**config.mk**
```make
export PLATFORM = sky130hd
export DESIGN_NAME = bjr_resolver
export DESIGN_NICKNAME = d
export VERILOG_FILES = /design/src/rtl/bjr_pkg.sv /design/src/rtl/bjr_decode.sv /design/src/rtl/bjr_cond.sv /design/src/rtl/bjr_target.sv /design/src/rtl/bjr_resolver.sv
export SDC_FILE = /design/constraint.sdc
export NUM_CORES = 1
export LEC_CHECK = 0
export BUFFER_PORTS_ARGS = -buffer_cell sky130_fd_sc_hd__buf_2
export CAP_MARGIN = 20
export CORE_UTILIZATION = 55
export CTS_BUF_LIST = sky130_fd_sc_hd__clkbuf_2
export CTS_CLUSTER_DIAMETER = 40
export DETAILED_ROUTE_END_ITERATION = 8
export MAX_ROUTING_LAYER = met4
export PLACE_DENSITY = 0.88
export SETUP_SLACK_MARGIN = 0.5
export SYNTH_ARGS = -nofsm -noshare
export SYNTH_HDL_FRONTEND = slang
export SYNTH_SLANG_ARGS = --single-unit
```
**constraint.sdc**
```tcl
create_clock -name clk -period 4.59 [get_ports clk]
set_input_delay 0.2295 -clock clk [delete_from_list [all_inputs] [get_ports clk]]
set_output_delay 0.2295 -clock clk [all_outputs]
set_load 0.02 [all_outputs]
```
**src/rtl/bjr_pkg.sv**
```systemverilog
package bjr_pkg;

   typedef enum logic [2:0] {
      CF_NONE   = 3'd0,
      CF_UNCOND = 3'd1,
      CF_ICOND  = 3'd2,
      CF_FCOND  = 3'd3,
      CF_JUMP   = 3'd4
   } cf_class_e;

   localparam int OPC_W = 6;
   localparam int REG_W = 5;

   localparam logic [OPC_W-1:0] OPC_RJUMP  = 6'h1A;
   localparam logic [OPC_W-1:0] OPC_BRANCH = 6'h30;
   localparam logic [OPC_W-1:0] OPC_BSUB   = 6'h34;
   localparam logic [REG_W-1:0] ZERO_REG   = 5'd31;

endpackage

```
**src/rtl/bjr_decode.sv**
```systemverilog
module bjr_decode
   import bjr_pkg::*;
#(
   parameter int INSTR_W = 32,
   parameter int DISP_W  = 21
) (
   input  logic [INSTR_W-1:0] instr,
   output cf_class_e          cls,
   output logic [REG_W-1:0]   ra,
   output logic [2:0]         cond_sel,
   output logic [DISP_W-1:0]  disp
);
   localparam int OPC_LSB = INSTR_W - OPC_W;
   localparam int RA_LSB  = OPC_LSB - REG_W;

   logic [OPC_W-1:0] opc;

   generate
      if (INSTR_W != 32) begin : g_bad_instr
         initial $error("bjr_decode: INSTR_W must be 32");
      end
      if (DISP_W > RA_LSB) begin : g_bad_disp
         initial $error("bjr_decode: displacement overlaps register field");
      end
   endgenerate

   assign opc      = instr[INSTR_W-1:OPC_LSB];
   assign ra       = instr[RA_LSB +: REG_W];
   assign disp     = instr[DISP_W-1:0];
   assign cond_sel = opc[2:0];

   always_comb begin
      cls = CF_NONE;
      if (opc == OPC_RJUMP) begin
         cls = CF_JUMP;
      end else if (opc[5:3] == 3'b111) begin
         cls = CF_ICOND;
      end else if (opc[5:3] == 3'b110) begin
         if (opc == OPC_BRANCH || opc == OPC_BSUB) cls = CF_UNCOND;
         else                                      cls = CF_FCOND;
      end
   end

endmodule

```
**src/rtl/bjr_cond.sv**
```systemverilog
module bjr_cond #(
   parameter int DATA_W = 64
) (
   input  logic [DATA_W-1:0] src_val,
   input  logic              fp_neg,
   input  logic              fp_zero,
   input  logic              use_fp,
   input  logic [2:0]        sel,
   output logic              hit
);
   localparam int N_BASE = 4;

   logic              is_zero;
   logic              is_neg;
   logic [N_BASE-1:0] int_base;
   logic [N_BASE-1:0] fp_base;
   logic [N_BASE-1:0] base;

   assign is_zero = (src_val == '0);
   assign is_neg  = src_val[DATA_W-1];

   // base tests: 0 low bit clear, 1 zero, 2 negative, 3 negative or zero
   assign int_base = {is_neg | is_zero, is_neg, is_zero, ~src_val[0]};
   assign fp_base  = {fp_neg | fp_zero, fp_neg & ~fp_zero, fp_zero, 1'b0};

   generate
      for (genvar gi = 0; gi < N_BASE; gi++) begin : g_base
         assign base[gi] = use_fp ? fp_base[gi] : int_base[gi];
      end
   endgenerate

   // sel[2] selects the complementary condition
   assign hit = base[sel[1:0]] ^ sel[2];

endmodule

```
**src/rtl/bjr_target.sv**
```systemverilog
module bjr_target #(
   parameter int ADDR_W = 64,
   parameter int DATA_W = 64,
   parameter int DISP_W = 21
) (
   input  logic [ADDR_W-1:0] pc,
   input  logic [DATA_W-1:0] src_val,
   input  logic [DISP_W-1:0] disp,
   input  logic              is_jump,
   output logic [ADDR_W-1:0] seq_pc,
   output logic [ADDR_W-1:0] dest
);
   localparam int          EXT_W      = ADDR_W - DISP_W - 2;
   localparam [ADDR_W-1:0] INSTR_BYTES = ADDR_W'(4);
   localparam [ADDR_W-1:0] ALIGN_MASK  = ADDR_W'(3);

   logic [ADDR_W-1:0] byte_off;
   logic [ADDR_W-1:0] jump_base;

   generate
      if (EXT_W < 1) begin : g_bad_w
         initial $error("bjr_target: ADDR_W too small for displacement");
      end
      if (DATA_W != ADDR_W) begin : g_bad_dw
         initial $error("bjr_target: DATA_W must equal ADDR_W");
      end
   endgenerate

   assign seq_pc    = pc + INSTR_BYTES;
   assign byte_off  = {{EXT_W{disp[DISP_W-1]}}, disp, 2'b00};
   assign jump_base = src_val[ADDR_W-1:0] & ~ALIGN_MASK;
   assign dest      = is_jump ? jump_base : (seq_pc + byte_off);

endmodule

```
**src/rtl/bjr_resolver.sv**
```systemverilog
module bjr_resolver
   import bjr_pkg::*;
#(
   parameter int INSTR_W = 32,
   parameter int ADDR_W  = 64,
   parameter int DATA_W  = 64,
   parameter int DISP_W  = 21
) (
   input  logic               clk,
   input  logic               rst_n,
   input  logic               in_valid,
   input  logic [INSTR_W-1:0] instr,
   input  logic [ADDR_W-1:0]  pc,
   input  logic [DATA_W-1:0]  src_val,
   input  logic               fp_neg,
   input  logic               fp_zero,
   output logic               out_valid,
   output logic               taken,
   output logic [ADDR_W-1:0]  tgt_addr,
   output logic               link_we,
   output logic [REG_W-1:0]   link_reg,
   output logic [ADDR_W-1:0]  link_val
);
   cf_class_e          cls;
   logic [REG_W-1:0]   ra;
   logic [2:0]         cond_sel;
   logic [DISP_W-1:0]  disp;
   logic               cond_hit;
   logic [ADDR_W-1:0]  seq_pc;
   logic [ADDR_W-1:0]  dest;
   logic               take_c;
   logic               link_req;
   logic [ADDR_W-1:0]  next_c;

   bjr_decode #(.INSTR_W(INSTR_W), .DISP_W(DISP_W)) u_dec (
      .instr(instr), .cls(cls), .ra(ra), .cond_sel(cond_sel), .disp(disp)
   );

   bjr_cond #(.DATA_W(DATA_W)) u_cond (
      .src_val(src_val), .fp_neg(fp_neg), .fp_zero(fp_zero),
      .use_fp(cls == CF_FCOND), .sel(cond_sel), .hit(cond_hit)
   );

   bjr_target #(.ADDR_W(ADDR_W), .DATA_W(DATA_W), .DISP_W(DISP_W)) u_tgt (
      .pc(pc), .src_val(src_val), .disp(disp), .is_jump(cls == CF_JUMP),
      .seq_pc(seq_pc), .dest(dest)
   );

   always_comb begin
      take_c   = 1'b0;
      link_req = 1'b0;
      unique case (cls)
         CF_UNCOND, CF_JUMP: begin
            take_c   = 1'b1;
            link_req = 1'b1;
         end
         CF_ICOND, CF_FCOND: take_c = cond_hit;
         default: ;
      endcase
      next_c = take_c ? dest : seq_pc;
   end

   always_ff @(posedge clk) begin
      if (!rst_n) begin
         out_valid <= 1'b0;
         taken     <= 1'b0;
         tgt_addr  <= '0;
         link_we   <= 1'b0;
         link_reg  <= '0;
         link_val  <= '0;
      end else begin
         out_valid <= in_valid;
         if (in_valid) begin
            taken    <= take_c;
            tgt_addr <= next_c;
            link_we  <= link_req && (ra != ZERO_REG);
            link_reg <= ra;
            link_val <= seq_pc;
         end else begin
            taken   <= 1'b0;
            link_we <= 1'b0;
         end
      end
   end

   AST_VALID_LATENCY: assert property (@(posedge clk) disable iff (!rst_n)
      in_valid |=> out_valid) else $error("valid latency");
   AST_NO_SPURIOUS: assert property (@(posedge clk) disable iff (!rst_n)
      !in_valid |=> !out_valid && !link_we) else $error("spurious out");
   AST_LINK_PC4: assert property (@(posedge clk) disable iff (!rst_n)
      in_valid |=> link_val == $past(pc) + ADDR_W'(4)) else $error("link value");
   AST_NO_R31_LINK: assert property (@(posedge clk) disable iff (!rst_n)
      link_we |-> link_reg != ZERO_REG) else $error("r31 link");
   AST_FALLTHRU: assert property (@(posedge clk) disable iff (!rst_n)
      out_valid && !taken |-> tgt_addr == link_val) else $error("fallthrough");
   AST_JUMP_ALIGNED: assert property (@(posedge clk) disable iff (!rst_n)
      in_valid && instr[INSTR_W-1 -: OPC_W] == OPC_RJUMP |=> taken && tgt_addr[1:0] == 2'b00)
      else $error("jump align");

endmodule

```
# Word level (Yosys, flattened, before mapping)
# Cells that the tools add are included.
# Widths: inputs -> output; s select.
dict set report word_totals {
  output_inout_bits 136
  regBits 136
  in_bits 165
  memories 0
  romBits 0
  word_cells 45
  latch_bits 0
  ramBits 0
}
dict set report op_classes {
  mul 0
  reduce_logical 6
  addsub 2
  n_shift 0
  mux 14
  n_eq_ne 10
  bitwise 6
  div_mod_pow 0
  n_lt_le_gt_ge 1
}
# op count
set op_table {}
lappend op_table {{$mux 64} 2}
lappend op_table {{$add 64x3->64 const B} 1}
lappend op_table {{$add 64x64->64} 1}
lappend op_table {{$logic_not 64->1} 1}
lappend op_table {{$eq 6x6->1 const B} 2}
lappend op_table {{$eq 3x3->1 const B} 3}
lappend op_table {{$mux 3} 3}
lappend op_table {{$eq 3x2->1 const B} 2}
lappend op_table {{$eq 6x5->1 const B} 1}
lappend op_table {{$mux 1} 6}
lappend op_table {{$ne 5x5->1 const B} 1}
lappend op_table {{$reduce_or 2->1} 2}
lappend op_table {{$eq 3x1->1 const B} 1}
lappend op_table {{$lt 2x3->1 const B} 1}
lappend op_table {{$bmux 1 s2} 1}
lappend op_table {{$mux 2} 1}
lappend op_table {{$not 1->1} 2}
lappend op_table {{$or 1x1->1} 2}
lappend op_table {{$pmux 1 s2} 1}
lappend op_table {{$reduce_and 2->1} 1}
lappend op_table {{$and 1x1->1} 1}
lappend op_table {{$logic_and 1x1->1} 1}
lappend op_table {{$logic_or 1x1->1} 1}
lappend op_table {{$xor 1x1->1} 1}

# Depth between registers and ports, before layout
dict set report depth {
  word_depth 13
  depth_mapped 20
  ltp_nobuf 19
}

# Cells and area by module
# A second synthesis with hierarchy kept.
dict set report hier_totals {
  hier_cells 1655
  hier_area_um2 12559.5
}
# module area_per_inst_um2 instances cells_each seq_area_each_um2
set by_module_without_submodules {}
lappend by_module_without_submodules {bjr_resolver 6314.8 1 676 2722.6}
lappend by_module_without_submodules {bjr_target 5735.5 1 906 0.0}
lappend by_module_without_submodules {bjr_cond 256.5 1 38 0.0}
lappend by_module_without_submodules {bjr_decode 252.7 1 35 0.0}

# Worst setup path after synthesis
# No wires, ideal clock.
dict set report synth_timing {
  path_kind {in2reg}
  startpoint {input pc[12]}
  endpoint {register tgt_addr[57]}
  stages 19
  n_path_buf 0
  slack_ns 0.471
  required_time_ns 4.470
  setup_time_ns 0.120
  arrival_ns 3.999
  cell_sequence {nand4_1 > nor4_4 > nand2_2 > nor3_4 > nand3_1 > nor2_1 > xnor2_1 > inv_1 > ha_1 > a21o_1 > a21o_1 > a2111o_1 > a21o_1 > o31ai_1 > and2_2 > o211ai_1 > a41oi_1 > xor2_1 > a21oi_1}
}
dict set report synth_via {
  elab_chain_cells 4
}
# element line
set synth_rtl {}
lappend synth_rtl {{from (decl)} bjr_resolver.sv:13} ;# input logic [ADDR_W-1:0] pc,
lappend synth_rtl {{$add 64x3->64} bjr_target.sv:29} ;# assign seq_pc = pc + INSTR_BYTES;
lappend synth_rtl {{named net seq_pc[33]} bjr_resolver.sv:29} ;# logic [ADDR_W-1:0] seq_pc;
lappend synth_rtl {{$add 64x64->64} bjr_target.sv:32} ;# assign dest = is_jump ? jump_base : (seq_pc + byte_off);
lappend synth_rtl {{$mux 64} bjr_target.sv:32}
lappend synth_rtl {{$mux 64} bjr_resolver.sv:60} ;# next_c = take_c ? dest : seq_pc;
lappend synth_rtl {{to (signal assigned)} bjr_resolver.sv:75} ;# tgt_addr <= next_c;
lappend synth_rtl {{to (decl)} bjr_resolver.sv:19} ;# output logic [ADDR_W-1:0] tgt_addr,
# The timed path passes the listed nets, and every way through them passes these cells.
# A chain may end at the register's enable or synchronous reset.

# Worst setup path after layout
dict set report layout_timing {
  startpoint {input pc[21]}
  endpoint {register tgt_addr[62]}
}
# Same word-level chain as after synthesis.

==> results.md <==
* Initial antenna violation count at 3
* Outcome: finished, violations left
* GRT busiest layer: met2
* Post-layout net count at 2175
* Sequential area share after synthesis at 24.8%
* Startpoint types: primary input
* Multi-input gate area at 7850 sq um
* Met3 GRT Util at 19.2%
* Bufs on Longest Clock Path at 2
* Placer congestion estimate at 1.01
* Hold Path Class: primary input to flop
* # clock sinks at 136
* Synth Instances at 1445
* Post-synth EDFFs at 0
* Die H at 143 um
* First-pass GRT wire length at 75.5 mm
* Worst slew pin tran at 1.04 ns
* CP arrival at 4.88 ns
* Critical Path Max Stage Delay at 0.52 ns
* Final setup vio count at 0
* Drt drc at 0
* Rel. slew slack at 30.7%
* Synth Register Bits at 136
* Antenna Nets Post-Route at 0
* # IOs at 301
* # rows at 51
* Largest net degree at the start of global routing at 94
* CP most frequent cell: buf_4
* Most frequent cells in the layout: 299 x buf_2, 156 x nor2_1, 147 x dlygate4sd3_1, 136 x dfxtp_1, 135 x nand2_1
* Worst endpoint required time at 5.35 ns
* CP max stage cell: dlygate4sd3_1
* M1 GR Usage at 58.0%
* Min Hold Slack at -0.00295 ns
* Most common cell after layout, fill and taps aside: buf_2
* GRT Resource Usage Total at 50.2%
* DR vias/cell at 6.53
* Pleak at 6.90 nW
* Post-Syn Nets at 1687
* Die area at 20500 sq um
* Max VDD drop at 0.171 mV
* Vias in the first global route at 13754
* Syn. warnings at 0
* Clock Tree Root: clkbuf_2
* Fin. Hold Viols at 1
* CTS clk-pin slew, worst paths at 0.27 ns
* Setup crit end kind: flop
* Cell area power density at 243 nW/um^2
* Syn Area/Cell at 7.58 sq um
* Placed insts at 2030
* Port bufs at 300
* DR vias at 14466
* WL/cell at 22.7 um
* FILL cells at 1322
* Mapped Area at 11000 sq um
* Worst setup margin at 0.468 ns
* Worst-path cell chain: dlygate4sd3_1 > buf_2 > nand4_1 > buf_4 > nor4_1 > buf_4 > nand4_2 > buf_4 > nand2b_4 > nor2_1 > xnor2_1 > inv_1 > ha_1 > and3_1 > nand2_1 > o21ai_0 > and3_1 > o41a_1 > o2111a_1 > nor3b_1
* Area growth from synthesis to layout at 38.0%
* Dpl ws at -0.110 ns
* Fin crit share at 89.8%
* DP HPWL at 32.8 mm
* Iteration-0 DRC Markers at 1726
* Initial Util at 56.1%
* GR Overflow Total at 0
* Routed WL at 50.4 mm
* Final clock skew at 0 ns
* Initial DRT Pass Iterations at 9
* Met2 usage at 73.1%
* FF/Latch Area at 2720 sq um
* Die W at 143 um
* Min cycle time layout at 4.12 ns
* Final instance count without filler cells at 2217
* TritonCTS clock tree: done
* Layout cells sized above 1 at 24.8%
* RSZ-0062 raised after global routing: yes
* Dominant synthesized flop cell: dfxtp_1
* Failing checks: hold timing
* Htree depth at 4
* Critical path peak fanout at 7
* Crit path kind: primary input to flop
* Cell variety after synth at 87
* Fmax at 243 MHz
* TritonCTS Buffers at 17
* Final Slew Violations at 0
* Core Box Area at 19500 sq um
* Max-Cap Viols at 0
* Ys async rst share at 0%
* Clk_lat worst skew at 0.82 ns
==> layer usage <==
layer | up-vias | part of all wire, % | routed length, um
li1 | 6277 | - | -
met1 | 6603 | 37 | 18400
met2 | 1192 | 43 | 21500
met3 | 394 | 13 | 6660
met4 | 0 | 7.6 | 3820
met5 | - | 0 | 0
==> area by class of cell <==
type	count	area share, %
Tap cell	265	2.19
Timing Repair Buffer	547	24.8
Clock buffer	18	0.596
Clock inverter	14	1.09
Multi-Input combinational cell	1177	51.9
Antenna cell	6	0.0993
Inverter	54	1.34
Sequential cell	136	18.0
==> final timing paths <==
check,start,end,slack (ns),cells past startpoint
max,pc[21],tgt_addr[62],0.47,20
min,pc[39],link_val[39],-0.003,3
max reg2reg,tgt_addr[4],tgt_addr[4],3.14,3
min reg2reg,tgt_addr[52],tgt_addr[52],0.46,2
==> synthesized netlist by cell type (all sizes together), types with 41 or more instances <==
| cell | count | share of area [%] |
|---|---|---|
| xor2 | 52 | 4.2 |
| dfxtp | 136 | 25 |
| nand2 | 137 | 4.7 |
| a211oi | 48 | 3.3 |
| mux2i | 41 | 3.7 |
| inv | 54 | 1.8 |
| nand4 | 44 | 2.6 |
| ha | 76 | 8.7 |
| xnor2 | 60 | 4.9 |
| o21ai | 78 | 3.6 |
| clkbuf | 54 | 1.8 |
| a21oi | 114 | 5.4 |
| nor2 | 159 | 5.5 |
| nand3 | 51 | 2.4 |
==> per-stage QoR <==
step                      area [sq um]  hold WS [ns]  utilization [%]  TNS [ns]  total power [mW]
after floorplan                  11000         0.329                -         0              2.14
after global placement           13200         0.427             67.8   -0.0807              2.62
after detailed placement         13200         0.436             67.8    -0.338              2.63
after CTS                        15000       0.00305             76.7         0              3.55
after global routing             15100      -0.00280             77.4         0              3.82
final                            15100      -0.00295             77.5         0              3.68
==> timing repair <==
item | in CTS | in global routing
hold buffers | 147 | 0
buffers inserted | 0 | 2
endpoints found under the hold margin | 124 | 0
setup endpoints to repair | 0 | 21
resized for setup | 0 | 25
==> kinds of logic (layout without fill, tap and decap cells) <==
kind of cell,count (synthesis),after routing,share of synthesized area (%)
xor+xnor,112,112,9.02
simple gates,522,522,23.2
flops,136,136,24.8
buf+inv,132,633,4.70
mux,42,42,3.85
fa+ha+maj,77,77,8.86
other cells,0,6,0
compound gates,424,424,25.5
==> power breakdown <==
part,total [mW],internal (mW),switching (mW)
clock network,0.856,0.271,0.585
registers,1.32,1.27,0.0534
logic,1.50,0.611,0.894
total,3.68,2.15,1.53
==> worst max-delay path, delay by kind of cell <==
kind	cells	cell delay (ns)
xor gates and xnor gates	1	0.23
and+or+nand+nor	9	1.78
adders and majority gates	1	0.40
AOI/OAI and AO/OA	3	0.81
buffers and inverters	6	1.41
(Power assumes the default switching activity.)
